`src/rtl/lut_slice_pkg.sv`:
```
package lut_slice_pkg;
  typedef enum logic [1:0] {
    MODE_LOGIC = 2'b00,
    MODE_ROM   = 2'b01,
    MODE_RAM   = 2'b10,
    MODE_RSVD  = 2'b11
  } slice_mode_e;
endpackage

```
`src/rtl/lut_slice_mode.sv`:
```
module lut_slice_mode
  import lut_slice_pkg::*;
(
  input  logic        clk_i,
  input  logic        rst_ni,
  input  logic        cfg_en_i,
  input  logic [1:0]  mode_i,
  output slice_mode_e mode_o
);
  slice_mode_e mode_q;

  always_ff @(posedge clk_i or negedge rst_ni) begin
    if (!rst_ni) begin
      mode_q <= MODE_LOGIC;
    end else if (cfg_en_i) begin
      // reserved encoding folds onto Logic
      mode_q <= (mode_i == 2'b11) ? MODE_LOGIC : slice_mode_e'(mode_i);
    end
  end

  assign mode_o = mode_q;
endmodule

```
`src/rtl/lut_slice_table.sv`:
```
module lut_slice_table #(
  parameter int K = 4,
  localparam int DEPTH = 1 << K
) (
  input  logic             clk_i,
  input  logic             load_i,
  input  logic [DEPTH-1:0] load_data_i,
  input  logic             wr_i,
  input  logic [K-1:0]     wr_addr_i,
  input  logic             wr_bit_i,
  output logic [DEPTH-1:0] bits_o
);
  logic [DEPTH-1:0] bits_q;

  // no reset: contents survive rst_ni
  always_ff @(posedge clk_i) begin
    if (load_i) begin
      bits_q <= load_data_i;
    end else if (wr_i) begin
      bits_q[wr_addr_i] <= wr_bit_i;
    end
  end

  assign bits_o = bits_q;
endmodule

```
`src/rtl/lut_slice_outmux.sv`:
```
module lut_slice_outmux
  import lut_slice_pkg::*;
#(
  parameter int K = 4,
  localparam int DEPTH = 1 << K
) (
  input  slice_mode_e      mode_i,
  input  logic             cfg_en_i,
  input  logic [DEPTH-1:0] t0_i,
  input  logic [DEPTH-1:0] t1_i,
  input  logic [K-1:0]     a0_i,
  input  logic [K-1:0]     a1_i,
  input  logic             a4_i,
  output logic             f0_o,
  output logic             f1_o,
  output logic             f5_o
);
  always_comb begin
    f0_o = 1'b0;
    f1_o = 1'b0;
    f5_o = 1'b0;
    if (!cfg_en_i) begin
      case (mode_i)
        MODE_ROM: begin
          f0_o = t0_i[a0_i];
          f1_o = t1_i[a1_i];
        end
        MODE_RAM: begin
          f0_o = t0_i[a0_i];
          f1_o = t1_i[a0_i];
        end
        default: begin
          f0_o = t0_i[a0_i];
          f1_o = t1_i[a1_i];
          f5_o = a4_i ? t1_i[a0_i] : t0_i[a0_i];
        end
      endcase
    end
  end
endmodule

```
`src/rtl/lut_slice.sv`:
```
module lut_slice
  import lut_slice_pkg::*;
#(
  parameter int K = 4,
  parameter bit RAM_EN = 1'b1,
  localparam int DEPTH = 1 << K,
  localparam int NTAB = 2
) (
  input  logic                  clk_i,
  input  logic                  rst_ni,
  input  logic                  cfg_en_i,
  input  logic [1:0]            mode_i,
  input  logic [NTAB*DEPTH-1:0] cfg_data_i,
  input  logic [K-1:0]          a0_i,
  input  logic [K-1:0]          a1_i,
  input  logic                  a4_i,
  input  logic                  we_i,
  input  logic [NTAB-1:0]       wdata_i,
  output logic                  f0_o,
  output logic                  f1_o,
  output logic                  f5_o
);
  slice_mode_e      mode_q;
  logic             ram_we;
  logic [DEPTH-1:0] tbl_bits [NTAB];
  logic [DEPTH-1:0] t0_bits, t1_bits;

  lut_slice_mode i_mode (
    .clk_i   (clk_i),
    .rst_ni  (rst_ni),
    .cfg_en_i(cfg_en_i),
    .mode_i  (mode_i),
    .mode_o  (mode_q)
  );

  if (RAM_EN) begin : g_ram
    assign ram_we = we_i && !cfg_en_i && (mode_q == MODE_RAM);
  end else begin : g_no_ram
    assign ram_we = 1'b0;
  end

  for (genvar g = 0; g < NTAB; g++) begin : g_tab
    lut_slice_table #(.K(K)) i_table (
      .clk_i      (clk_i),
      .load_i     (cfg_en_i),
      .load_data_i(cfg_data_i[g*DEPTH +: DEPTH]),
      .wr_i       (ram_we),
      .wr_addr_i  (a0_i),
      .wr_bit_i   (wdata_i[g]),
      .bits_o     (tbl_bits[g])
    );
  end

  assign t0_bits = tbl_bits[0];
  assign t1_bits = tbl_bits[1];

  lut_slice_outmux #(.K(K)) i_outmux (
    .mode_i  (mode_q),
    .cfg_en_i(cfg_en_i),
    .t0_i    (t0_bits),
    .t1_i    (t1_bits),
    .a0_i    (a0_i),
    .a1_i    (a1_i),
    .a4_i    (a4_i),
    .f0_o    (f0_o),
    .f1_o    (f1_o),
    .f5_o    (f5_o)
  );
endmodule

```
`config.mk`:
```
export PLATFORM = sky130hd
export DESIGN_NAME = lut_slice
export DESIGN_NICKNAME = d
export VERILOG_FILES = /design/src/rtl/lut_slice_pkg.sv /design/src/rtl/lut_slice_mode.sv /design/src/rtl/lut_slice_table.sv /design/src/rtl/lut_slice_outmux.sv /design/src/rtl/lut_slice.sv
export SDC_FILE = /design/constraint.sdc
export NUM_CORES = 1
export LEC_CHECK = 0
export BUFFER_PORTS_ARGS = -buffer_cell sky130_fd_sc_hd__buf_2
export CAP_MARGIN = 20
export CORE_AREA = 2 2 98 53
export CTS_CLUSTER_DIAMETER = 120
export CTS_CLUSTER_SIZE = 25
export DETAILED_ROUTE_END_ITERATION = 6
export DIE_AREA = 0 0 100 55
export GPL_TIMING_DRIVEN = 0
export PLACE_DENSITY = 0.82
export SLEW_MARGIN = 0
export SYNTH_ARGS = -nofsm -noshare
export SYNTH_HDL_FRONTEND = slang
export SYNTH_HIERARCHICAL = 1
export SYNTH_SLANG_ARGS = --single-unit
```
`constraint.sdc`:
```
create_clock -name clk_i -period 2.78 [get_ports clk_i]
set_input_delay 0.556 -clock clk_i [delete_from_list [all_inputs] [get_ports clk_i]]
set_output_delay 0.556 -clock clk_i [all_outputs]
set_load 0.03 [all_outputs]
```
==> results.txt, run 1 <==
Register bit count reported by yosys -> 34
Crit path time final -> 2730 ps
Area Growth Syn to Fin -> 19.5%
Post-synthesis adder-cell area fraction -> 0.514%
CP Class -> in -> out
Required @ worst endpoint -> 2220 ps
DRC viols -> 0
Post-synth EDFFs -> 32
Largest family of logic cells by synthesized area -> compound AO/OA/AOI/OAI gates
Critical path fanouts, max -> 5
CTS H-tree lvls -> 2
Clk root buf -> clkbuf_8
Finish-stage setup viols -> 0
Post-synthesis mux area share -> 14.3%
Worst-path clk slew -> 70 ps
Sequential share of the synthesized area -> 41.5%
Via Count -> 2095
Syn nets -> 257
Final wirelength -> 6510 um
Syn_area_per_cell -> 11.8 um^2
Final WS setup -> 52.2 ps
Leak -> 0.00116 uW
Final Max Slew Viols -> 0
Post-synthesis async set-or-reset flop share -> 5.88%
Grt ovf -> 0
Worst Skew -> 7.15 ps
Antenna cells -> 0
Fin Hold WS -> 43.6 ps
Startpoint Class -> primary input
Status -> complete, no violations
Routed Antenna Nets -> 0
Num Clock Sinks -> 34
Die ar. -> 5500 um^2
IO buf count -> 51
Yosys Warn Count -> 6
Initial antenna violation count -> 0
HPWL after detailed placement -> 4930 um
Vias per cell -> 6.39
Placed insts -> 318
Max Buffers Root-to-Sink -> 2
Placement Setup Slack -> -56.0 ps
Fraction of layout cells with a size suffix above 1 -> 36.9%
Slew @ Worst Pin -> 467 ps
DR pass1 iterations -> 5
TritonCTS clock tree -> built
Final setup TNS -> 0 ps
Non-Filler Instances -> 328
HP Class -> in -> async
Distinct cells, synth -> 34
Boundary Pins -> 52
Core footprint -> 4680 um^2
Simple-gate area share of the yosys netlist -> 14.8%
Nets@finish -> 317
Synth area leader -> edfxtp_1
Power per Cell Area -> 457 nW/um^2
Synth Flop Type -> edfxtp_1
Synth area leaders -> edfxtp_1 (39%), mux4_2 (10%), a22o_1 (8.6%)
Peak Freq -> 367 MHz
Final Hold Viols -> 0
Number of global-route vias before repair -> 1854
Netlist Area Pre-Place -> 2430 um^2
Num CTS Buffers -> 5
Dpl cell area -> 2770 um^2
Pin count of the biggest net entering global routing -> 24
VDD IR max -> 0.241 mV
Filler instances -> 365
RSZ-0062 raised after global routing -> false
Placer Congestion -> 0.876
Max Cap Viol -> 0
Final Cycle Share -> 98.1%
First-pass GRT wire length -> 9680 um
Die height -> 55 um
Slew headroom -> 68.8%
Top cell type's share of synthesized area -> 39.5%
Most frequent cells in the layout -> buf_2 (56), edfxtp_1 (32), o21bai_1 (24), a22o_1 (24)
Row cnt -> 18
Worst skew pair latency -> 280 ps
Synth Area in Compound Gates -> 24.0%
CP Data Arrival Time -> 2170 ps
Die X-Extent -> 100 um
Register area -> 1010 um^2
Commonest non-fill, non-tap cell in the layout -> buf_2
Area of all placed cells without fillers -> 2910 um^2
Initial drt markers -> 247
Area occupied by multi-input gates -> 1320 um^2
CP Capture Type -> output pin
Syn Inst Count -> 207
Initial Utilization -> 51.9%
GRT Total Usage -> 24.4%
Xor/xnor cell area share of the yosys netlist -> 0%
Avg WL per Cell -> 19.8 um
[cell type report]
cell class	count	share of cell area [%]
Tap cell	60	2.58
Inverter	10	1.29
Timing Repair Buffer	54	9.81
Sequential cell	34	34.8
Multi-Input combinational cell	148	45.2
Clock buffer	7	2.62
Buffer	14	2.71
Clock inverter	1	1.03
[worst paths after layout]
check | start | end | slack (ps) | depth (start not counted)
setup / recovery | a0_i[2] | f5_o | 50 | 7
hold / removal | rst_ni | i_mode/mode_o[1]$_DFFE_PN0P_ | 40 | 1
setup reg to reg | i_mode/mode_o[0]$_DFFE_PN0P_ | g_tab[0].i_table/bits_o[4]$_DFFE_PP_ | 930 | 3
hold reg to reg | i_mode/mode_o[1]$_DFFE_PN0P_ | i_mode/mode_o[1]$_DFFE_PN0P_ | 560 | 2
max in group asynchronous | rst_ni | i_mode/mode_o[0]$_DFFE_PN0P_ | 2640 | 1
min in group clk_i | mode_i[1] | i_mode/mode_o[1]$_DFFE_PN0P_ | 540 | 3
[report_power, final]
part | internal (uW) | switching [uW] | leakage [uW]
clock | 268 | 171 | 0.0000524
sequential | 596 | 14.5 | 0.000356
combinational | 134 | 147 | 0.000748
[state kept, by name, summed over array words and instances (netlist names)]
signal and flops:
g_tab.i_table/bits_o 32, i_mode/mode_o 2
[per-layer routing]
metal | vias up | routed length, um | track usage, %
met5 | - | 0 | 0
met4 | 0 | 103 | 6.85
met3 | 10 | 813 | 7.29
met2 | 142 | 2650 | 33.8
met1 | 988 | 2940 | 36.7
li1 | 955 | - | -
[timing repair]
action | CTS | global route
hold buffers | 0 | 0
cloned | 0 | 0
setup buffers | 3 | 0
gates resized for setup | 4 | 3
setup endpoints to repair | 1 | 2
[through the flow]
stage	util (%)	total power [uW]
after floorplan	-	789
after global placement	59.1	881
after detailed placement	59.1	889
after CTS	62.2	1330
after global routing	62.1	1380
final	62.1	1330
[Yosys cell counts, drive strengths merged (2+ instances only)]
library cell  count
edfxtp           32
a22o             24
o21bai           24
mux4             11
nand2            11
buf              10
inv              10
a31o              9
mux2i             9
nand3b            9
nor3b             8
o31ai             8
clkbuf            5
nand2b            5
and3b             4
nand3             3
nor2              3
nor2b             3
nor3              3
and3              2
dfrtp             2
o21ai             2
or2               2
[cell families after synthesis]
group	Yosys count
and+or+nand+nor	55
buffers and inverters	25
muxes	21
adders and majority gates	1
AOI/OAI and AO/OA	71
DFF	34
[critical path, cell delays in order]
cell,delay (ps)
buf_4,120
buf_12,120
mux4_2,520
mux4_2,480
nor2b_1,140
nor4_2,70
buf_4,170
No activity file was read; power rests on OpenSTA's default activity.
==> inputs of run 2 (changes only) <==
Settings changed: CORE_AREA 2 2 98 53 to 2 2 125 66, DIE_AREA 0 0 100 55 to 0 0 127 68, PLACE_DENSITY 0.82 to 0.56.
==> results.txt, run 2 (synthesis gave the netlist of run 1 again) <==
HPWL after detailed placement -> 5280 um (+7.2%)
Worst stage delay on the critical path -> 540 ps (+20 ps)
CP Class -> in -> out
Placer Congestion -> 0.842 (-3.8%)
Most frequent cells in the layout -> buf_2 (56), edfxtp_1 (32), o21bai_1 (24), a22o_1 (24)
Final Max Slew Viols -> 0 (unchanged)
Number of global-route vias before repair -> 1938 (+4.5%)
Clk root buf -> clkbuf_16
Worst Skew -> 1.77 ps (-5.38 ps)
Final Hold Viols -> 0 (unchanged)
Initial antenna violation count -> 0 (unchanged)
Avg WL per Cell -> 18.2 um (-8.2%)
Power per Cell Area -> 481 nW/um^2 (+5.2%)
Layout Utilization -> 39.0% (-23 points)
CTS H-tree lvls -> 2 (unchanged)
Status -> complete, no violations
Commonest non-fill, non-tap cell in the layout -> buf_2
Grt ovf -> 0 (unchanged)
Initial drt markers -> 190 (-23%)
Core footprint -> 7650 um^2 (+63%)
Peak Freq -> 371 MHz (+1.3%)
Max Cap Viol -> 0 (unchanged)
Vias per cell -> 5.46 (-14%)
Startpoint Class -> primary input
Max stage delay cell, worst path -> mux4_2
HP Class -> in -> async
Critical path fanouts, max -> 10 (+5)
Slew headroom -> 66.2% (-2.6 points)
CP Capture Type -> output pin
Slew @ Worst Pin -> 506 ps (+38.3 ps)
DR pass1 iterations -> 4 (-1)
IO buf count -> 51 (unchanged)
Worst-path clk slew -> 50 ps (-20 ps)
Via Count -> 2005 (-4.3%)
Worst R2R Setup Slack -> 930 ps (about the same)
Total power draw -> 1430 uW (+7.8%)
Num Clock Sinks -> 34 (unchanged)
Fraction of layout cells with a size suffix above 1 -> 37.5% (+0.51 points)
First-pass GRT wire length -> 10400 um (+7.5%)
Final Cycle Share -> 96.9% (-1.2 points)
Leak -> 0.00117 uW (+1.4%)
CP Data Arrival Time -> 2140 ps (-30 ps)
Dpl cell area -> 2820 um^2 (+1.8%)
VDD IR max -> 0.253 mV (+4.9%)
Crit path time final -> 2690 ps (-34.5 ps)
RSZ-0062 raised after global routing -> false
Routed Antenna Nets -> 0 (unchanged)
Worst skew pair latency -> 270 ps (about the same)
Required @ worst endpoint -> 2220 ps (about the same)
TritonCTS clock tree -> built
Nets@finish -> 316 (-0.32%)
Post-CTS Hold Buffers -> 0 (unchanged)
Finish-stage setup viols -> 0 (unchanged)
Die height -> 68 um (+24%)
Antenna cells -> 0 (unchanged)
Pin count of the biggest net entering global routing -> 24 (unchanged)
Row cnt -> 23 (+5)
Max FFs per register -> 32 (unchanged)
Reg2Reg Launch Point -> i_mode/mode_o[0]$_DFFE_PN0P_
Area of all placed cells without fillers -> 2980 um^2 (+2.5%)
Final wirelength -> 6690 um (+2.7%)
Max Buffers Root-to-Sink -> 2 (unchanged)
Filler instances -> 764 (+110%)
DRC viols -> 0 (unchanged)
FF-to-FF End -> g_tab[0].i_table/bits_o[0]$_DFFE_PP_
Die X-Extent -> 127 um (+27%)
Num CTS Buffers -> 5 (unchanged)
Most used cell, CP -> mux4_2
Boundary Pins -> 52 (unchanged)
Area Growth Syn to Fin -> 22.5%
Die ar. -> 8640 um^2 (+57%)
Initial Utilization -> 31.8% (-20 points)
Worst r2r path cells -> 3 (unchanged)
Crit path cell chain -> clkbuf_4 > mux4_2 > mux4_2 > nor2b_2 > nor4_2 > buf_4
GRT Total Usage -> 16.3% (-8.1 points)
## run 2: changes by cell type in the layout (fill, tap and decap cells not counted)
cell,change
buf_12,-1
bufinv_16,-1
clkbuf_1,-2
clkbuf_16,+5
clkbuf_4,+1
clkbuf_8,-4
clkinv_2,+1
nor2b_1,-1
nor2b_2,+1
nor3_1,+1
nor3_2,-1
## run 2: power breakdown
group	internal [uW]	switching [uW]
clock	355	191
combinational	132	146
sequential	597	14.1
total	1080	351
## run 2: worst max-delay path by stage
| stage | from | endpoint | slack, ps |
|---|---|---|---|
| 3_3_place_gp | a0_i[3] | f5_o | -70 |
| 3_5_place_dp | a0_i[3] | f5_o | -110 |
| 4_1_cts | a0_i[3] | f5_o | 20 |
| 6_report | a0_i[2] | f5_o | 90 |
| 5_1_grt | a0_i[2] | f5_o | 20 |
| 2_1_floorplan | a0_i[2] | f0_o | 270 |
## run 2: final cells by class
cell class | instances | area [um^2] | share of cell area (%)
Timing Repair Buffer | 55 | 293 | 9.82
Buffer | 12 | 55.1 | 1.85
Sequential cell | 34 | 1010 | 33.9
Clock inverter | 1 | 5.00 | 0.168
Clock buffer | 7 | 143 | 4.78
Inverter | 10 | 37.5 | 1.26
Multi-Input combinational cell | 148 | 1310 | 44.0
Tap cell | 100 | 125 | 4.20
## run 2: routing by layer
layer | up-vias | global-route usage [%] | part of all wire, %
met5 | - | 0 | 0
met3 | 2 | 4.22 | 8.3
li1 | 951 | - | -
met4 | 0 | 2.47 | 0.27
met1 | 962 | 26.3 | 55
met2 | 90 | 21.6 | 37
## run 2: timing repair
| item | 4_1_cts | 5_1_grt |
|---|---|---|
| buffers inserted | 4 | 0 |
| setup endpoints to repair | 1 | 2 |
| gates cloned | 0 | 0 |
| resized for setup | 6 | 1 |
| pin swaps | 0 | 0 |
## run 2: metrics by stage
stage,hold slack (ps),setup TNS [ps],setup slack [ps],std cells
2_1_floorplan,260,0,272,207
4_1_cts,53.9,0,22.7,370
5_1_grt,52.3,0,16.7,367
3_5_place_dp,343,-106,-106,358
6_report,60.2,0,86.8,367
3_3_place_gp,345,-70.8,-70.8,358
## run 2: critical path, delay by kind of cell
kind          cells  cell delay, ps
buf+inv           2             380
mux               2            1020
simple gates      2             180
